File: config.mk
export PLATFORM = sky130hd
export DESIGN_NAME = conv_i2c_slave
export DESIGN_NICKNAME = d
export VERILOG_FILES = /design/src/rtl/conv_i2c_pkg.sv /design/src/rtl/conv_i2c_sync.sv /design/src/rtl/conv_i2c_regs.sv /design/src/rtl/conv_i2c_slave.sv
export SDC_FILE = /design/constraint.sdc
export NUM_CORES = 1
export LEC_CHECK = 0
export BUFFER_PORTS_ARGS = -buffer_cell sky130_fd_sc_hd__clkbuf_2
export CAP_MARGIN = 10
export CORE_MARGIN = 2
export CORE_UTILIZATION = 35
export CTS_BUF_LIST = sky130_fd_sc_hd__clkbuf_8
export DETAILED_ROUTE_END_ITERATION = 7
export PLACE_DENSITY = 0.57
export SYNTH_ARGS = -nofsm -noshare
export SYNTH_HDL_FRONTEND = slang
export SYNTH_SLANG_ARGS = --single-unit
File: constraint.sdc
create_clock -name clk -period 4.5 [get_ports clk]
set_clock_uncertainty 0.2 [all_clocks]
set_input_delay 0.45 -clock clk [delete_from_list [all_inputs] [get_ports clk]]
set_output_delay 0.45 -clock clk [all_outputs]
set_load 0.02 [all_outputs]
File: src/rtl/conv_i2c_pkg.sv
package conv_i2c_pkg;
    localparam int BYTE_W = 8;
    localparam int CNT_W  = 4;

    typedef enum logic [2:0] {
        ST_IDLE,
        ST_RX,
        ST_ACK,
        ST_TX,
        ST_MACK
    } bus_state_e;

    typedef struct packed {
        bus_state_e        st;
        logic [BYTE_W-1:0] shreg;
        logic [CNT_W-1:0]  cnt;
        logic              is_addr;
        logic              rd;
        logic              first;
        logic              conv;
        logic              wr_ctrl;
        logic              wr_dac;
    } fsm_s;
endpackage

File: src/rtl/conv_i2c_sync.sv
module conv_i2c_sync #(
    parameter int LINES  = 2,
    parameter int STAGES = 2
) (
    input  logic             clk,
    input  logic             rst_n,
    input  logic [LINES-1:0] raw_i,
    output logic [LINES-1:0] lvl_o,
    output logic [LINES-1:0] rise_o,
    output logic [LINES-1:0] fall_o
);
    localparam int CHAIN = STAGES + 1;

    for (genvar g = 0; g < LINES; g++) begin : g_line
        logic [CHAIN-1:0] chain_q;

        always_ff @(posedge clk or negedge rst_n) begin
            if (!rst_n) chain_q <= '1;
            else        chain_q <= {chain_q[CHAIN-2:0], raw_i[g]};
        end

        assign lvl_o[g]  = chain_q[STAGES-1];
        assign rise_o[g] = chain_q[STAGES-1] & ~chain_q[STAGES];
        assign fall_o[g] = ~chain_q[STAGES-1] & chain_q[STAGES];
    end
endmodule

File: src/rtl/conv_i2c_regs.sv
module conv_i2c_regs #(
    parameter int               DW         = 8,
    parameter logic [DW-1:0]    HOLD_RESET = 8'h80
) (
    input  logic          clk,
    input  logic          rst_n,
    input  logic          wr_ctrl,
    input  logic          wr_dac,
    input  logic [DW-1:0] wdata,
    input  logic          adc_done,
    input  logic [DW-1:0] adc_result,
    output logic [DW-1:0] ctrl_o,
    output logic [DW-1:0] dac_o,
    output logic [DW-1:0] hold_o
);
    logic [DW-1:0] ctrl_d, ctrl_q, dac_d, dac_q, hold_d, hold_q;

    always_comb begin
        ctrl_d = wr_ctrl  ? wdata      : ctrl_q;
        dac_d  = wr_dac   ? wdata      : dac_q;
        hold_d = adc_done ? adc_result : hold_q;
    end

    always_ff @(posedge clk or negedge rst_n) begin
        if (!rst_n) begin
            ctrl_q <= '0;
            dac_q  <= '0;
            hold_q <= HOLD_RESET;
        end else begin
            ctrl_q <= ctrl_d;
            dac_q  <= dac_d;
            hold_q <= hold_d;
        end
    end

    assign ctrl_o = ctrl_q;
    assign dac_o  = dac_q;
    assign hold_o = hold_q;
endmodule

File: src/rtl/conv_i2c_slave.sv
module conv_i2c_slave
    import conv_i2c_pkg::*;
#(
    parameter int            STRAP_W     = 3,
    parameter logic [3:0]    ADDR_FIXED  = 4'b1001,
    parameter int            SYNC_STAGES = 2,
    parameter logic [7:0]    FIRST_READ  = 8'h80
) (
    input  logic               clk,
    input  logic               rst_n,
    input  logic               scl_i,
    input  logic               sda_i,
    output logic               sda_oe,
    input  logic [STRAP_W-1:0] strap_i,
    input  logic               adc_done,
    input  logic [BYTE_W-1:0]  adc_result,
    output logic               conv_start,
    output logic [BYTE_W-1:0]  ctrl_o,
    output logic [BYTE_W-1:0]  dac_o
);
    localparam int              ADDR_W    = 4 + STRAP_W;
    localparam logic [CNT_W-1:0] BITS_LAST = CNT_W'(BYTE_W - 1);
    localparam logic [CNT_W-1:0] BITS_FULL = CNT_W'(BYTE_W);

    logic [1:0] lvl, rise, fall;
    logic       scl_lvl, sda_lvl, scl_rise, scl_fall, start_det, stop_det;
    logic [BYTE_W-1:0] hold;
    fsm_s q, d;

    conv_i2c_sync #(.LINES(2), .STAGES(SYNC_STAGES)) u_sync (
        .clk    (clk),
        .rst_n  (rst_n),
        .raw_i  ({sda_i, scl_i}),
        .lvl_o  (lvl),
        .rise_o (rise),
        .fall_o (fall)
    );

    assign scl_lvl   = lvl[0];
    assign sda_lvl   = lvl[1];
    assign scl_rise  = rise[0];
    assign scl_fall  = fall[0];
    assign start_det = scl_lvl & fall[1];
    assign stop_det  = scl_lvl & rise[1];

    conv_i2c_regs #(.DW(BYTE_W), .HOLD_RESET(FIRST_READ)) u_regs (
        .clk        (clk),
        .rst_n      (rst_n),
        .wr_ctrl    (q.wr_ctrl),
        .wr_dac     (q.wr_dac),
        .wdata      (q.shreg),
        .adc_done   (adc_done),
        .adc_result (adc_result),
        .ctrl_o     (ctrl_o),
        .dac_o      (dac_o),
        .hold_o     (hold)
    );

    always_comb begin
        d         = q;
        d.conv    = 1'b0;
        d.wr_ctrl = 1'b0;
        d.wr_dac  = 1'b0;
        if (start_det) begin
            d.st      = ST_RX;
            d.cnt     = '0;
            d.is_addr = 1'b1;
        end else if (stop_det) begin
            d.st = ST_IDLE;
        end else begin
            unique case (q.st)
                ST_RX: begin
                    if (scl_rise && q.cnt != BITS_FULL) begin
                        d.shreg = {q.shreg[BYTE_W-2:0], sda_lvl};
                        d.cnt   = q.cnt + 1'b1;
                    end else if (scl_fall && q.cnt == BITS_FULL) begin
                        if (q.is_addr) begin
                            if (q.shreg[BYTE_W-1:1] == ADDR_W'({ADDR_FIXED, strap_i})) begin
                                d.st      = ST_ACK;
                                d.rd      = q.shreg[0];
                                d.first   = 1'b1;
                                d.is_addr = 1'b0;
                            end else begin
                                d.st = ST_IDLE;
                            end
                        end else begin
                            d.st      = ST_ACK;
                            d.wr_ctrl = q.first;
                            d.wr_dac  = ~q.first;
                            d.first   = 1'b0;
                        end
                    end
                end
                ST_ACK: begin
                    if (scl_fall) begin
                        d.cnt = '0;
                        if (q.rd) begin
                            d.st    = ST_TX;
                            d.shreg = hold;
                            d.conv  = 1'b1;
                        end else begin
                            d.st = ST_RX;
                        end
                    end
                end
                ST_TX: begin
                    if (scl_fall) begin
                        if (q.cnt == BITS_LAST) begin
                            d.st = ST_MACK;
                        end else begin
                            d.shreg = {q.shreg[BYTE_W-2:0], 1'b0};
                            d.cnt   = q.cnt + 1'b1;
                        end
                    end
                end
                ST_MACK: begin
                    if (scl_rise && sda_lvl) begin
                        d.st = ST_IDLE;
                    end else if (scl_fall) begin
                        d.st    = ST_TX;
                        d.shreg = hold;
                        d.cnt   = '0;
                        d.conv  = 1'b1;
                    end
                end
                default: d.st = ST_IDLE;
            endcase
        end
    end

    always_ff @(posedge clk or negedge rst_n) begin
        if (!rst_n) begin
            q <= '{st: ST_IDLE, shreg: '0, cnt: '0, is_addr: 1'b0, rd: 1'b0,
                   first: 1'b0, conv: 1'b0, wr_ctrl: 1'b0, wr_dac: 1'b0};
        end else begin
            q <= d;
        end
    end

    assign sda_oe     = (q.st == ST_ACK) | ((q.st == ST_TX) & ~q.shreg[BYTE_W-1]);
    assign conv_start = q.conv;
endmodule

# Word level (Yosys, flattened, before mapping)
# Index checks and enable logic that the tools add are counted.
# totals
register_bits	51
out_inout_bits	18
wordCells	111
# classes
add_sub_neg	1
eq_ne	30
n_mux	36
bitwise	17
n_reduce_logical	13
# ops
op	count
$pmux 12 s4	1
$mux 15	3
$mux 12	3
$mux 3	11
$ne 4x4->1 const B	6
$ne 2x2->1 const B	9
$ne 3x3->1 const B	6
$mux 2	8
$pmux 3 s4	1
$reduce_and 6->1	2
$mux 10	1
$reduce_and 10->1	1
$not 1->1	9
$mux 8	1
$reduce_and 8->1	1
$and 1x1->1	7
$eq 7x7->1	1
$reduce_and 7->1	1
$eq 3x2->1 const B	2
$mux 1	5
$mux 5	1
$ne 5x5->1 const B	1
$reduce_bool 5->1	1
$add 4x1->4 const B	1
other kinds (11)	14

# Logic depth before layout (Yosys ltp)
# Gate-level depths: netlist (run 1).
# depth
ltp_word	8
ltp_mapped	8
depth_no_buf	7

# By module
# From an unflattened synthesis (run 1), not the netlist that was laid out.
# hier_totals
hier_cells	203
hier_area_um2	2516.2
# modules_own_cells
mod	n_inst	cells_per_inst	area_per_inst_um2	seq_area_each_um2
conv_i2c_slave	1	140	1312.5	525.5
conv_i2c_regs	1	51	996.0	601.8
conv_i2c_sync	1	12	207.7	157.7

# Worst setup path before layout (run 1)
# No wires, ideal clock.
# synth_timing
kind	register to register
start	register q[19] (netlist bit)
end	register q[15] (netlist bit)
arrival_ns	1.515
required_time_ns	4.181
path_slack_ns	2.667
stages_incl_launch_ff	8
n_path_buf	2
cell_sequence	dfrtp_1 -> buf_6 -> o21ba_2 -> a21o_1 -> a211o_2 -> buf_6 -> nand2_1 -> o21ai_2
# synth_via
elab_chain_len	3
word_cells_on_any_way	14
classes_between	11 x eq/ne; 1 x mux; 2 x reduce/logical
# synth_lines
element	line_no	rtl
from (decl)	conv_i2c_slave.sv:28	fsm_s q, d;
from (signal assigned)	conv_i2c_slave.sv:133	q <= '{st: ST_IDLE, shreg: '0, cnt: '0, is_addr: 1'b0, rd: 1'b0,
$eq 3x2->1 (tied with other cells)	conv_i2c_slave.sv:71	unique case (q.st)
$reduce_bool 4->1 (no source line) or $ne 2x2->1 (tied branches)	-	
$reduce_and 10->1 (no source line)	-	
# Parallel ways exist; a longest one is shown, timed or not.
# A chain may end at the register's enable or synchronous reset.

# Final worst setup path (run 1)
# layout_timing
start	register q[19] (netlist bit)
end	register q[9] (netlist bit)
# layout_via
elab_chain_len	4
word_cells_on_any_way	15
classes_between	10 x eq/ne; 3 x mux; 2 x reduce/logical
# layout_lines
element	line_no	rtl
$eq 3x3->1 (tied with other cells)	conv_i2c_slave.sv:71	
$pmux 12 s4	conv_i2c_slave.sv:71	
$mux 10	conv_i2c_slave.sv:68	end else if (stop_det) begin
$mux 5	conv_i2c_slave.sv:64	if (start_det) begin
# Parallel ways exist; a longest one is shown, timed or not. The select of a mux whose other input is x is not followed.

==> results, run 1 <==
- The run finished with clean final reports.
- The dominant combinational cell family by area after synthesis is multiplexers.
- The final layout contains 251 nets.
- The required time at the endpoint of the critical path is 4.47 ns.
- The worst setup path is captured at a flip-flop.
- The area taken by flip-flops and latches is 1280 sq um.
- The count of flip-flops with a built-in enable after synthesis is 0.
- The routability congestion estimate is 0.874.
- For this run the aggregate overflow at the end of global routing stands at 0.
- The number of I/O pins is 34.
- CTS placed an instance of sky130_fd_sc_hd__clkbuf_8 at the clock tree root.
- The post-synthesis net count is 218.
- The final number of setup-violating endpoints is 0.
- The dominant register cell in the synthesized netlist is sky130_fd_sc_hd__dfrtp_1.
- The count of buffers added on input and output ports is 33.
- Of the cells placed in the final design, the portion with a size suffix greater than 1 is 35.9%.
- The share of async-settable or async-resettable flops after synthesis is 100%.
- The number of buffers inserted during clock tree synthesis is 5.
- Gates resized during post-CTS repair numbered 0.
- The total inserted antenna cells is 0.
- The commonest cells after synthesis are sky130_fd_sc_hd__dfrtp_1 (44), sky130_fd_sc_hd__mux2_2 (25), sky130_fd_sc_hd__nand2_1 (13).
- For this run, the detailed router's first-pass iteration total came to 4.
- After synthesis, the share of cell area in mux cells is 15.0%.
- The clock latency on the worst-skew pair is 0.29 ns.
- The initial cell density of the core is 35.9%.
- The cell type with the highest aggregate area in the netlist is sky130_fd_sc_hd__dfrtp_1.
- Summing over every cut layer, the via total after detailed routing is 1,646.
- The clock tree from TritonCTS is built.
- The actual slew at the worst max-slew pin is 0.645 ns.
- Dividing the synthesized area by the synthesized cell count gives 12.1 sq um.
- The headroom to the max-slew limit is 57.0%.
- The core region is 6720 sq um.
- The die covers 7570 sq um.
- The compound-gate portion of the synthesized area is 12.5%.
- In the routed design, unresolved DRC markers number 0.
- The buffer depth of the longest clock path is 2.
- The finished cells cover 2770 sq um.
- The detailed router's first-iteration violation count is 133.
- Setup repair after global routing left no endpoint under its margin.
- The area of combinational cells with multiple inputs is 1060 sq um.
- The number of hold violations in the final report is 0.
- The total power divided by cell area is 408 nW/um^2.
- For this run, the top clock speed supported by timing is 459 MHz.
- The cell row count is 30.
- Counting every sink on the clock net gives 51.
- The first global-routing pass estimated 7.85 mm of wire.
- The clock transition at the registers of the reported paths is 0.09 ns.
- For the final routed database, the setup TNS stands at 0 ns.
- The via count of the first global-routing pass is 1,601.
- In this run the critical register-to-register path is launched from q[19].
- The number of synthesis warnings is 0.
- The placed wire-length estimate is 3.26 mm.
- The setup check on the worst reg-to-reg path leaves a slack of 2.32 ns.
- The synthesis-to-layout area growth is 14.7%.
- The total design power is 1130 uW.
- The number of max-slew violations in the final report came to 0.
- The adder and majority gate portion of the synthesized area is 1.04%.
- The number of nets still failing antenna checks after routing is 0.
- The filler cells instantiated in the layout total 665.
- In this run, distinct cell masters in the synthesized netlist total 50.
- The width of the die is 87.0 um.
- IR analysis of the VDD net gives a maximum drop of 167 uV.
- The kind of path behind the tightest hold check is in -> async.
- The post-layout minimum cycle time is 2.18 ns.
- Of the available clock period, the critical path in the final layout requires 48.4%.
- The number of hold buffers added after CTS was 0.
- The synthesized netlist devotes 14.0% of its cell area to simple gates.
- Entering global routing, the biggest net connects 52 pins.
- The average routed wire per standard cell is 14.6 um.
- The number of maximum-capacitance violations is 0.
- The depth of the most critical reg-to-reg path is 5.
- The number of vias per cell is 5.24.
- The startpoint-to-endpoint class of the critical path is reg -> reg.
- The leakage power summed over all cells is 0.00124 uW.
- The post-synthesis cell count is 200.
- The endpoint of the worst register-to-register path is q[9].
- After synthesis the netlist holds a flip-flop and latch count of 51.
- Once the clock tree was built, the setup fixing pass inserted 0 buffers.
- Yosys instantiated no cell more often than sky130_fd_sc_hd__dfrtp_1.
- The sequential cell area fraction in the yosys report is 53.3%.
- Summing the areas of all xor and xnor instances in the mapped netlist gives 1.45% of the synthesized area.
- The number of levels the H-tree was split into is 2.
- The peak fanout along the critical path is 18.
- The number of antenna violations at the first check in global routing is 0.
- Ranked by total cell area, the synthesized netlist is headed by sky130_fd_sc_hd__dfrtp_1 (46%), sky130_fd_sc_hd__mux2_2 (12%), sky130_fd_sc_hd__dfstp_2 (7.6%), sky130_fd_sc_hd__mux2i_1 (3.3%), sky130_fd_sc_hd__nand2_1 (2.0%).
- The die boundary height is 87.0 um.
- The kind of start point of the critical path is a flip-flop.
- The synthesized design devotes to its leading area cell type 45.6% of total area.
- Global routing used 13.3% of the available tracks.
- Summing all placed instances gives a cell area of 2630 sq um.
- The total wire length is 4.58 mm.
- Data arrives at the worst endpoint at 2.15 ns.
- The total standard cell area after synthesis is 2410 sq um.
power by group:
part           internal, uW  switching (uW)  leakage [uW]
combinational          84.8            88.5      0.000511
sequential              519            73.5      0.000657
clock                   220             143     0.0000695
sequential cells by signal (all words and copies together) (netlist names):
register / cells
u_sync.g_line.chain_q: 6
u_regs.hold_o: 8
q: 20
u_regs.ctrl_o: 8
conv_start: 1
u_regs.dac_o: 8
per-stage QoR:
step	hold WS (ns)	std cells	setup slack, ns	util [%]
floorplan	-0.0456	200	2.67	-
global placement	0.147	306	2.40	39.2
detailed placement	0.147	306	2.33	39.2
CTS	0.0181	314	2.28	41.2
global route	0.0182	314	2.07	41.2
finish	0.0330	314	2.32	41.2
worst max-delay path, stage by stage (launching register included):
cell                       delay (ns)
sky130_fd_sc_hd__dfrtp_1         0.58
sky130_fd_sc_hd__nand2b_1        0.27
sky130_fd_sc_hd__a21oi_2         0.53
sky130_fd_sc_hd__nor2_1          0.17
sky130_fd_sc_hd__a21boi_0        0.20
sky130_fd_sc_hd__o21ai_0         0.11
metal layers:
layer	track usage, %	up-vias	share of wire [%]
met4	3.69	0	0.68
met2	20.3	38	46
li1	-	794	-
met1	19.1	812	50
met5	0	-	0
met3	2.84	2	3.6
final cells by class:
| cell class | count | area share [%] |
|---|---|---|
| Clock buffer | 5 | 2.49 |
| Clock inverter | 3 | 2.31 |
| Inverter | 4 | 0.543 |
| Multi-Input combinational cell | 137 | 38.4 |
| Sequential cell | 51 | 46.4 |
| Tap cell | 80 | 3.62 |
| Timing Repair Buffer | 34 | 6.24 |
cells in the final DEF (no fill, tap or decap), types with 4 or more instances in the layout:
cell type and n:
sky130_fd_sc_hd__clkbuf_2 33, sky130_fd_sc_hd__clkbuf_8 5, sky130_fd_sc_hd__dfstp_2 7, sky130_fd_sc_hd__nand2_1 13, sky130_fd_sc_hd__o21ai_1 4, sky130_fd_sc_hd__nor2b_1 5
sky130_fd_sc_hd__nand2b_1 5, sky130_fd_sc_hd__dfrtp_1 44, sky130_fd_sc_hd__mux2_2 25, sky130_fd_sc_hd__o21ai_0 5, sky130_fd_sc_hd__nand3b_1 5, sky130_fd_sc_hd__nand3_1 7
sky130_fd_sc_hd__mux2i_1 8, sky130_fd_sc_hd__nor2_1 6, sky130_fd_sc_hd__inv_1 5, sky130_fd_sc_hd__a21oi_1 8
cell families after synthesis:
group / after synthesis
mux: 33
flops: 51
simple gates: 56
buf+inv: 12
fa+ha+maj: 2
xor+xnor: 4
compound gates: 42
worst max-delay path by stage:
stage,startpoint,cells after the start,endpoint,slack (ns)
after CTS,q[19],5,q[9],2.28
after global placement,q[19],5,q[9],2.40
final,q[19],5,q[9],2.32
after global routing,q[19],5,q[9],2.07
after floorplan,q[19],7,q[15],2.67
after detailed placement,q[19],5,q[9],2.33
(Power assumes the default switching activity.)
==> run 2, diff against run 1 <==
--- a/config.mk
+++ b/config.mk
@@ -5,6 +5,7 @@
 export SDC_FILE = /design/constraint.sdc
 export NUM_CORES = 1
 export LEC_CHECK = 0
+export ABC_AREA = 1
 export BUFFER_PORTS_ARGS = -buffer_cell sky130_fd_sc_hd__clkbuf_2
 export CAP_MARGIN = 10
 export CORE_MARGIN = 2
==> constraint.sdc (replaced) <==
create_clock -name clk -period 2.3 [get_ports clk]
set_clock_uncertainty 0.2 [all_clocks]
set_input_delay 0.23 -clock clk [delete_from_list [all_inputs] [get_ports clk]]
set_output_delay 0.23 -clock clk [all_outputs]
set_load 0.02 [all_outputs]
==> results, run 2 <==
- The run finished with clean final reports.
- In this run the worst hold path is classified as in -> reg.
- The clock tree from TritonCTS is built.
- The total power divided by cell area is 729 nW/um^2 (+79%).
- Counting instances in the post-synthesis netlist gives the leading cell types as sky130_fd_sc_hd__nand2_1 (70), sky130_fd_sc_hd__dfrtp_1 (44), sky130_fd_sc_hd__nand3_1 (26).
- The adder and majority gate portion of the synthesized area was 1.05% (+0.0098 points).
- The startpoint identified for the worst register-to-register timing path is u_sync.g_line[0].chain_q[1].
- The simple logic cell fraction of the synthesized area is 26.0% (+12 points).
- The number of nets still failing antenna checks after routing came to 0 (unchanged).
- The fraction of power consumed by the clock network is 30.7% (-1.5 points).
- The final standard cell area without fillers is 2870 sq um (+3.6%).
- The number of vias per cell is 4.60 (-12%).
- The combined buffer and inverter count along the critical path is 1 (+1).
- The number of buffers inserted during clock tree synthesis is 5 (unchanged).
- The number of sinks handled by clock tree synthesis is 51 (unchanged).
- The leakage power summed over all cells was 0.00148 uW (+20%).
- The cell type with the highest aggregate area in the netlist is sky130_fd_sc_hd__dfrtp_1.
- The average routed wire per standard cell is 12.1 um (-17%).
- The total negative slack is 0 ns (unchanged).
- The total standard cell area after synthesis is 2390 sq um (-0.93%).
- The number of instances on the worst hold path is 2.
- The largest register by flop count is q.
- The headroom to the max-slew limit is 57.3% (+0.34 points).
- The endpoint of the worst register-to-register path is q[14].
- The critical path goes through inv_1, nor2_1, o21ai_0, nand2_1, nand2_1, nor2_4, nand2_4, nand2_1, nand2_1.
- Yosys instantiated no cell more often than sky130_fd_sc_hd__nand2_1.
- The number of input and output port buffers inserted is 33 (unchanged).
- The total design power was 2090 uW (+85%).
- The global router's overall resource usage is 13.8% (+0.51 points).
- The die outline area came to 7500 sq um (-0.89%).
- The actual slew at the worst max-slew pin is 0.640 ns (-0.00517 ns).
- The post-layout minimum cycle time is 1.88 ns (-0.303 ns).
- The internal power of the cells is 1470 uW (+79%).
- The routability congestion estimate came to 0.829 (-5.1%).
- The flop-to-flop setup slack is 0.42 ns (-1.90 ns).
- The via count of the first global-routing pass came to 1,737 (+8.5%).
- The number of antenna violations at the first check in global routing is 0 (unchanged).
- The total wire length is 4.68 mm (+2.2%).
- The number of distinct library cell variants in the gate-level netlist after synthesis is 28 (-44%).
- The number of maximum-capacitance violations is 0 (unchanged).
- The share of final-layout standard cells stronger than drive strength 1 was 27.6% (-8.3 points).
- The number of storage elements in the synthesis netlist is 51 (unchanged).
- The number of I/O pins was 34 (unchanged).
- The endpoint of the worst setup timing path is q[14].
- The final global-route overflow total is 0 (unchanged).
- Leaving out fill and tap cells, the most frequent cells in the layout are sky130_fd_sc_hd__nand2_1 (70), sky130_fd_sc_hd__dfrtp_1 (44), sky130_fd_sc_hd__clkbuf_2 (33), sky130_fd_sc_hd__nand3_1 (26), sky130_fd_sc_hd__inv_1 (20).
- Setup repair after global routing left no endpoint under its margin.
- The post-layout net count is 325 (+29%).
- The final worst-path cycle share is 81.6% (+33 points).
- The setup path with the least slack is of type reg -> reg.
- The total inserted antenna cells came to 0 (unchanged).
- The multiplexer share of the synthesized area was 8.01% (-7.0 points).
- The number of levels the H-tree was split into was 2 (unchanged).
- STA classifies the critical path endpoint as a flip-flop.
- The count of flip-flops with a built-in enable after synthesis is 0 (unchanged).
- The detailed router's first-iteration violation count is 92 (-31%).
- The die boundary height was 86.6 um (-0.45%).
- The width of the die is 86.6 um (-0.45%).
- The post-synthesis net count is 277 (+27%).
- The buffer depth of the longest clock path was 2 (unchanged).
- The peak fanout along the critical path was 9 (-9).
- Compared with the post-synthesis result, the final layout area differs by 19.9%.
- The pin count of the biggest net entering global routing was 52 (unchanged).
- The post-synthesis cell count is 259 (+30%).
- The final number of setup-violating endpoints is 0 (unchanged).
- The portion of total power attributed to sequential cells is 52.9% (+0.4 points).
- The data arrival time of the worst path came to 1.88 ns (-0.27 ns).
- In the post-synthesis netlist, the biggest area contributors are sky130_fd_sc_hd__dfrtp_1 (46%), sky130_fd_sc_hd__nand2_1 (11%), sky130_fd_sc_hd__mux2_2 (8.0%), sky130_fd_sc_hd__dfstp_2 (7.7%), sky130_fd_sc_hd__nand3_1 (5.4%).
- The number of max-slew violations in the final report is 0 (unchanged).
- The compound-gate portion of the synthesized area came to 5.24% (-7.3 points).
- The worst slack on hold paths is 0.0737 ns (+0.0407 ns).
- The initial cell density of the core is 35.8% (-0.14 points).
- The first-pass detailed-route iteration total is 4 (unchanged).
- The switching power of the nets is 617 uW (+100%).
- Leaving out fill and tap cells, the most frequent cell in the layout is sky130_fd_sc_hd__nand2_1.
- The depth of the most critical reg-to-reg path was 9 (+4).
- The area share of the largest cell type after synthesis came to 46.1% (+0.43 points).
- The sequential cell area fraction in the yosys report is 53.8% (+0.50 points).
- The routed via count came to 1,783 (+8.3%).
- The kind of start point of the critical path is a flip-flop.
- The longest individual stage delay on the worst path came to 0.57 ns (about the same).
- The cell row count was 30 (unchanged).
- The share of the synthesized netlist area taken by xor and xnor gates was 1.10% (-0.35 points).
- The cell sitting at the root of the clock tree is a sky130_fd_sc_hd__clkbuf_8.
- The dominant combinational cell family by area after synthesis is simple AND/OR/NAND/NOR gates.
- The achievable clock frequency is 533 MHz (+16%).
- The total placed instance area came to 2640 sq um (+0.24%).
- The share of async-settable or async-resettable flops after synthesis is 100% (unchanged).
- The placed wire-length estimate is 3.49 mm (+7.0%).
- The share of total power consumed by net switching is 29.5% (+2.5 points).
- The slowest stage of the critical path is the sky130_fd_sc_hd__dfstp_2 cell.
- The clock latency on the worst-skew pair was 0.31 ns (+0.02 ns).
- The proportion of power drawn by combinational gates is 16.4% (+1.0 points).
- The remaining design rule violation count is 0 (unchanged).
- The peak supply drop is 391 uV (+130%).
- The logic depth of the worst setup path including buffers was 9 (+4).
- The required time at the endpoint of the critical path was 2.31 ns (-2.16 ns).
- The flip-flop count of the largest register, all copies and words added is 20 (unchanged).
- The total core area was 6680 sq um (-0.56%).
- The origin of the worst setup path is u_sync.g_line[0].chain_q[1].
- The dominant register cell in the synthesized netlist is sky130_fd_sc_hd__dfrtp_1.
- The clock transition at the registers of the reported paths came to 0.10 ns (about the same).
- The mean instance size in the synthesized netlist came to 9.23 sq um (-24%).
- The count of buffers added by post-CTS timing repair for setup was 0 (unchanged).
- The number of synthesis warnings was 0 (unchanged).
- The global-route wire length before repair came to 8.10 mm (+3.3%).
- The gate family responsible for the most delay along the worst path is simple AND/OR/NAND/NOR gates.
- The cell repeated most along the worst path is sky130_fd_sc_hd__nand2_1.
- The number of hold violations in the final report is 0 (unchanged).
[run 2: worst min-delay path by stage]
stage / from / to
finish: adc_done / u_regs.hold_o[0]
CTS: adc_done / u_regs.hold_o[0]
detailed placement: sda_i / u_sync.g_line[1].chain_q[0]
global route: adc_done / u_regs.hold_o[0]
floorplan: rst_n / conv_start
global placement: sda_i / u_sync.g_line[1].chain_q[0]
[run 2: per-stage QoR]
| step | std cells | util [%] | setup slack, ns |
|---|---|---|---|
| floorplan | 259 | - | 0.612 |
| global placement | 369 | 39.5 | 0.449 |
| detailed placement | 369 | 39.5 | 0.432 |
| CTS | 388 | 42.9 | 0.411 |
| global route | 388 | 42.9 | 0.230 |
| finish | 388 | 42.9 | 0.424 |
[run 2: final cells by class]
class                   instances  area (sq um)
clock buffers                   5          68.8
clock inverters                 3          47.5
fillers                       695          3810
inverters                      25          93.8
multi-input cells             179           988
flip-flops and latches         51          1280
well taps                      80           100
repair buffers                 45           283
[run 2: power by group through the flow]
stage	sequential, uW	combinational, uW	clock [uW]
global route	1120	404	705
floorplan	1090	244	0
global placement	1120	324	0
CTS	1100	348	665
finish	1110	342	641
detailed placement	1120	331	0
[run 2: kinds of logic after synthesis]
| logic type | Yosys count |
|---|---|
| muxes | 17 |
| AOI/OAI and AO/OA | 23 |
| xor gates and xnor gates | 3 |
| DFF | 51 |
| and+or+nand+nor | 134 |
| buffers and inverters | 29 |
| adders and majority gates | 2 |
[run 2: timing repair]
item	4_1_cts	5_1_grt
hold buffers	11	0
hold endpoints to repair	54	0
gates resized for setup	0	0
[run 2: per-layer routing]
| layer | vias to the layer above | part of all wire [%] | track usage, % |
|---|---|---|---|
| met4 | 0 | 1.0 | 5.40 |
| li1 | 930 | - | - |
| met3 | 4 | 3.0 | 2.67 |
| met1 | 823 | 52 | 19.9 |
| met2 | 26 | 44 | 20.5 |
| met5 | - | 0 | 0 |
[run 2: worst register-to-register path: cells and delay by family (launching register included)]
kind | cells | cell delay [ns]
simple gates | 7 | 0.83
flops | 1 | 0.57
compound gates | 1 | 0.12
buf+inv | 1 | 0.06
